### src/rtl/io_route_pkg.sv
package io_route_pkg;

    localparam int IO_ADDR_W = 16;
    localparam int IO_NIB_W  = 4;

    // Legacy display port spans (inclusive)
    localparam logic [IO_ADDR_W-1:0] DISP_A_LO = 16'h03B0;
    localparam logic [IO_ADDR_W-1:0] DISP_A_HI = 16'h03BB;
    localparam logic [IO_ADDR_W-1:0] DISP_B_LO = 16'h03C0;
    localparam logic [IO_ADDR_W-1:0] DISP_B_HI = 16'h03DF;

    localparam int MONO_PORTS = 6;
    localparam logic [MONO_PORTS*IO_ADDR_W-1:0] MONO_LIST = {
        16'h03BF, 16'h03BA, 16'h03B9, 16'h03B8, 16'h03B5, 16'h03B4
    };

    typedef enum logic [1:0] {
        TGT_NONE = 2'b00,
        TGT_PCIE = 2'b01,
        TGT_LINK = 2'b10
    } io_target_e;

    typedef struct packed {
        logic [IO_NIB_W-1:0] base;
        logic [IO_NIB_W-1:0] limit;
        logic                io_en;
        logic                vga_en;
        logic                mono_en;
    } io_cfg_t;

    typedef struct packed {
        logic win_hit;
        logic disp_port;
        logic mono_port;
    } io_class_t;

    typedef struct packed {
        logic       valid;
        io_target_e target;
        logic       claim;
    } io_result_t;

    function automatic logic in_span(input logic [IO_ADDR_W-1:0] a,
                                     input logic [IO_ADDR_W-1:0] lo,
                                     input logic [IO_ADDR_W-1:0] hi);
        return (a >= lo) && (a <= hi);
    endfunction

endpackage

### src/rtl/io_window_match.sv
module io_window_match
    import io_route_pkg::*;
#(
    parameter int NIB_W = IO_NIB_W
) (
    input  logic [NIB_W-1:0] addr_nib,
    input  logic [NIB_W-1:0] floor_nib,
    input  logic [NIB_W-1:0] ceil_nib,
    output logic             hit
);
    // Low bits are implied 0 for the floor and all-ones for the ceiling,
    // so only the top nibble needs comparing; a reversed pair never hits.
    logic above_floor;
    logic below_ceil;

    always_comb begin
        above_floor = (addr_nib >= floor_nib);
        below_ceil  = (addr_nib <= ceil_nib);
        hit         = above_floor && below_ceil;
    end
endmodule

### src/rtl/io_legacy_classify.sv
module io_legacy_classify
    import io_route_pkg::*;
#(
    parameter int ADDR_W = IO_ADDR_W,
    parameter int N_MONO = MONO_PORTS
) (
    input  logic [ADDR_W-1:0] addr,
    output logic              disp_port,
    output logic              mono_port
);
    logic [N_MONO-1:0] mono_eq;

    for (genvar g = 0; g < N_MONO; g++) begin : g_mono
        assign mono_eq[g] = (addr == ADDR_W'(MONO_LIST[g*IO_ADDR_W +: IO_ADDR_W]));
    end

    always_comb begin
        disp_port = in_span(IO_ADDR_W'(addr), DISP_A_LO, DISP_A_HI)
                 || in_span(IO_ADDR_W'(addr), DISP_B_LO, DISP_B_HI);
        mono_port = |mono_eq;
    end
endmodule

### src/rtl/io_route_select.sv
module io_route_select
    import io_route_pkg::*;
(
    input  io_class_t  cls,
    input  io_cfg_t    cfg,
    output io_target_e target
);
    always_comb begin
        if (cls.mono_port && cfg.mono_en) begin
            target = TGT_LINK;
        end else if (cls.disp_port) begin
            target = (cfg.vga_en && cfg.io_en) ? TGT_PCIE : TGT_LINK;
        end else begin
            target = (cls.win_hit && cfg.io_en) ? TGT_PCIE : TGT_LINK;
        end
    end
endmodule

### src/rtl/io_cycle_router.sv
module io_cycle_router
    import io_route_pkg::*;
#(
    parameter int ADDR_W = IO_ADDR_W,
    parameter int NIB_W  = IO_NIB_W
) (
    input  logic              clk,
    input  logic              rst,
    input  logic              req_valid,
    input  logic [ADDR_W-1:0] req_addr,
    input  logic [NIB_W-1:0]  cfg_base,
    input  logic [NIB_W-1:0]  cfg_limit,
    input  logic              cfg_io_en,
    input  logic              cfg_vga_en,
    input  logic              cfg_mono_en,
    output logic              rsp_valid,
    output logic [1:0]        rsp_sel,
    output logic              rsp_claim
);
    localparam int NIB_LSB = ADDR_W - NIB_W;

    io_cfg_t    cfg;
    io_class_t  cls;
    io_target_e next_tgt;
    io_result_t res_q;

    assign cfg = '{base: cfg_base, limit: cfg_limit, io_en: cfg_io_en,
                   vga_en: cfg_vga_en, mono_en: cfg_mono_en};

    io_window_match #(.NIB_W(NIB_W)) u_win (
        .addr_nib  (req_addr[ADDR_W-1:NIB_LSB]),
        .floor_nib (cfg_base),
        .ceil_nib  (cfg_limit),
        .hit       (cls.win_hit)
    );

    io_legacy_classify #(.ADDR_W(ADDR_W)) u_legacy (
        .addr      (req_addr),
        .disp_port (cls.disp_port),
        .mono_port (cls.mono_port)
    );

    io_route_select u_sel (
        .cls    (cls),
        .cfg    (cfg),
        .target (next_tgt)
    );

    always_ff @(posedge clk) begin
        if (rst) begin
            res_q <= '{valid: 1'b0, target: TGT_NONE, claim: 1'b0};
        end else if (req_valid) begin
            res_q <= '{valid: 1'b1, target: next_tgt, claim: (next_tgt == TGT_PCIE)};
        end else begin
            res_q <= '{valid: 1'b0, target: TGT_NONE, claim: 1'b0};
        end
    end

    assign rsp_valid = res_q.valid;
    assign rsp_sel   = res_q.target;
    assign rsp_claim = res_q.claim;
endmodule

### config.mk
export PLATFORM = sky130hd
export DESIGN_NAME = io_cycle_router
export DESIGN_NICKNAME = d
export VERILOG_FILES = /design/src/rtl/io_route_pkg.sv /design/src/rtl/io_window_match.sv /design/src/rtl/io_legacy_classify.sv /design/src/rtl/io_route_select.sv /design/src/rtl/io_cycle_router.sv
export SDC_FILE = /design/constraint.sdc
export NUM_CORES = 1
export LEC_CHECK = 0
export ABC_AREA = 1
export BUFFER_PORTS_ARGS = -buffer_cell sky130_fd_sc_hd__buf_4
export CAP_MARGIN = 20
export CORE_AREA = 2 2 39 41
export CTS_BUF_LIST = sky130_fd_sc_hd__clkbuf_2 sky130_fd_sc_hd__clkbuf_4 sky130_fd_sc_hd__clkbuf_8
export DETAILED_ROUTE_END_ITERATION = 7
export DIE_AREA = 0 0 41 43
export HOLD_SLACK_MARGIN = 0.12
export MAX_ROUTING_LAYER = met4
export PLACE_DENSITY = 0.71
export RECOVER_POWER = 50
export SYNTH_ARGS = -nofsm -noshare
export SYNTH_HDL_FRONTEND = slang
export SYNTH_SLANG_ARGS = --single-unit
### constraint.sdc
create_clock -name clk -period 2.7 [get_ports clk]
set_clock_uncertainty 0.2 [all_clocks]
set_input_delay 0.135 -clock clk [delete_from_list [all_inputs] [get_ports clk]]
set_output_delay 0.135 -clock clk [all_outputs]
set_load 0.02 [all_outputs]
==> summary.md <==
| Metric | Value |
|---|---|
| Share of layout cells above drive strength 1 | approximately 32% |
| Register area share after synthesis | between 10% and 20% |
| Gr usage total | roughly 14% |
| Highest-delay cell along the critical path | dlygate4sd3_1 |
| #FFs+latches synth | 4 |
| Syn_nets | roughly 120 |
| Crit path time final | 2.19 ns |
| # resized after CTS | 0 |
| Synthesized netlist cell count | 81 |
| Wire per inst | between 7 and 8 microns |
| Placeable core area | about 1400 sq um |
| Final hold violations | 0 |
| FILL cells | 154 |
| Overflow after GRT | 0 |
| Worst Tran Pin Value | between 0.2 and 0.3 ns |
| Slew Limit Fails | 0 |
| Net count, final | about 160 |
| Max Cap Viol | 0 |
| Mapped Area | 480 sq um |
| I/O Buffers | 33 |
| Postcts setup bufs | 0 |
| DR pass1 iterations | 4 |
| Worst path cell trace | dlygate4sd3_1 > buf_4 > nor2_1 > dlygate4sd3_1 > inv_1 > a21oi_2 > dlygate4sd3_1 |
| Num rows | 14 |
| Area taken by multi-input logic gates | ~320 sq um |
| FMAX | between 400 and 500 MHz |
| Startpoint Class | primary input |
| Crit path top cell by count | dlygate4sd3_1 |
| CTS tree | yes |
| CP arrival | 2.16 ns |
| Via count | between 500 and 600 |
| H-tree Lvls | 1 |
| LEAKAGE | roughly 0.00048 uW |
| Cts hold-fix bufs | 4 |
| Unrepaired setup endpoints after global routing | no |
| Most frequent cells in the layout | 29 x buf_4, 23 x nand2_1, 21 x inv_1 |
| Initial Utilization | a little over a third |
| Root buffer cell | clkbuf_4 |
| Die W | slightly above 40 microns |
| Setup TNS Final | 0 ns |
| Worst-path clk slew | ~0.040 ns |
| Peak supply drop | between 0.09 and 0.1 mV |
| FF/Latch Area | 80.1 sq um |
| Number of I/O pins | 34 |
| Status | complete, no violations |
| Worst path max stage delay | between 0.5 and 0.6 ns |
| Antenna Cells | 0 |
| Initial antenna violation count | 0 |
| Hold Crit Class | in2reg |
| Layout area overhead | 65.6% |
| Inserted Clock Buffers | 3 |
| Top Family by Delay on Critical Path | buffers and inverters |
| Drt total wl | roughly 1100 microns |
| Number of global-route vias before repair | about 480 |
| Largest net degree at the start of global routing | 4 |
| First-pass GRT wire length | approximately 1700 microns |
| Dpl hpwl | ~950 microns |
| CP max FO | 3 |
| Avg Inst Size Synth | 5.93 sq um |
| Yosys cell types | 16 |
| Placed cell count | 130 |
| Post-layout util | 57.5% |
| Slew HR | about 83% |
| Power Dens Cells | approximately 280 nW/um^2 |
| Yosys warnings | 0 |
| Die H | ~43 microns |
| Setup violations, final | 0 |
| Commonest non-fill, non-tap cell in the layout | buf_4 |
| # DRC | 0 |
| GPL Wtd Cong | 0.770 |
| Worst path required time | 2.68 ns |
| Avg Vias per Cell | ~4.3 |
| CTS Buffer Depth | 2 |
| CTS Sinks | 4 |
| Full die area | 1760 sq um |
| WP buf/inv | 5 |
| Worst Path Class, Setup | in2reg |
| Crit end category | flop |
| Antenna Nets Post-Route | 0 |
| Fin cells | 137 |
| Starting DRT DRC Count | 7 |
| Final worst path period share | about 81% |
stage by stage:
step	power, uW	instance area [sq um]	setup WS, ns	hold slack [ns]
detailed placement	153	748	1.29	0.116
global route	244	796	0.430	0.204
finish	226	796	0.512	0.163
floorplan	106	480	1.48	0.0174
global placement	151	748	1.32	0.111
CTS	232	811	0.506	0.168
power by group:
group          switching (uW)  internal [uW]  total (uW)
Combinational            39.5           51.0        90.5
Sequential              0.605           62.2        62.8
Clock                    22.8           49.6        72.4
cell usage after synthesis:
cell type	number	share of area, %
nor2_2	1	1.3
inv_2	1	0.78
nand4_1	1	1.3
dfxtp_1	4	17
nand3_2	1	2.1
nand3b_1	1	1.6
nand3_1	6	6.3
nand2_2	2	2.6
ha_1	8	21
inv_1	21	16
nand2_1	23	18
o21ai_2	1	1.8
a21oi_1	2	2.1
a21oi_2	1	1.8
o21ai_0	1	1.0
nor2_1	7	5.5
flip-flops by register name, indices dropped and copies added, names as in the netlist:
name,count
rsp_sel,2
rsp_valid,1
rsp_claim,1
area by class of cell:
class                   count  area share (%)
inverters                  22            10.4
multi-input cells          55            39.9
flip-flops and latches      4            10.1
well taps                  16            2.52
repair buffers             37            34.3
clock buffers               3            2.83
metal layers:
layer	GRT usage (%)	vias up	routed length, microns
met5	-	-	0
met4	8.00	0	13
met3	1.57	2	65
met2	21.9	20	544
met1	15.9	242	437
li1	-	326	-
tightest hold or removal path, cell delays in order:
cell and delay [ns]:
buf_4 0.07, nand2_1 0.04, nand3_1 0.07, nand2_1 0.06
inv_2 0.06, nand2_2 0.05, nor2_1 0.07
final timing paths:
kind	start	end	slack, ns	cells past startpoint
setup / recovery	rst	rsp_sel[1]$_SDFF_PP0_	0.51	7
hold / removal	cfg_vga_en	rsp_claim$_SDFF_PP0_	0.16	7
cell families (layout without fill, tap and decap cells):
kind of cell | Yosys count | in the layout | share of synthesized area (%)
AOI/OAI and AO/OA | 5 | 5 | 6.77
DFF | 4 | 4 | 16.7
buffers and inverters | 22 | 62 | 17.2
and+or+nand+nor | 42 | 42 | 38.5
adders and majority gates | 8 | 8 | 20.8
No activity file was read; power rests on OpenSTA's default activity.
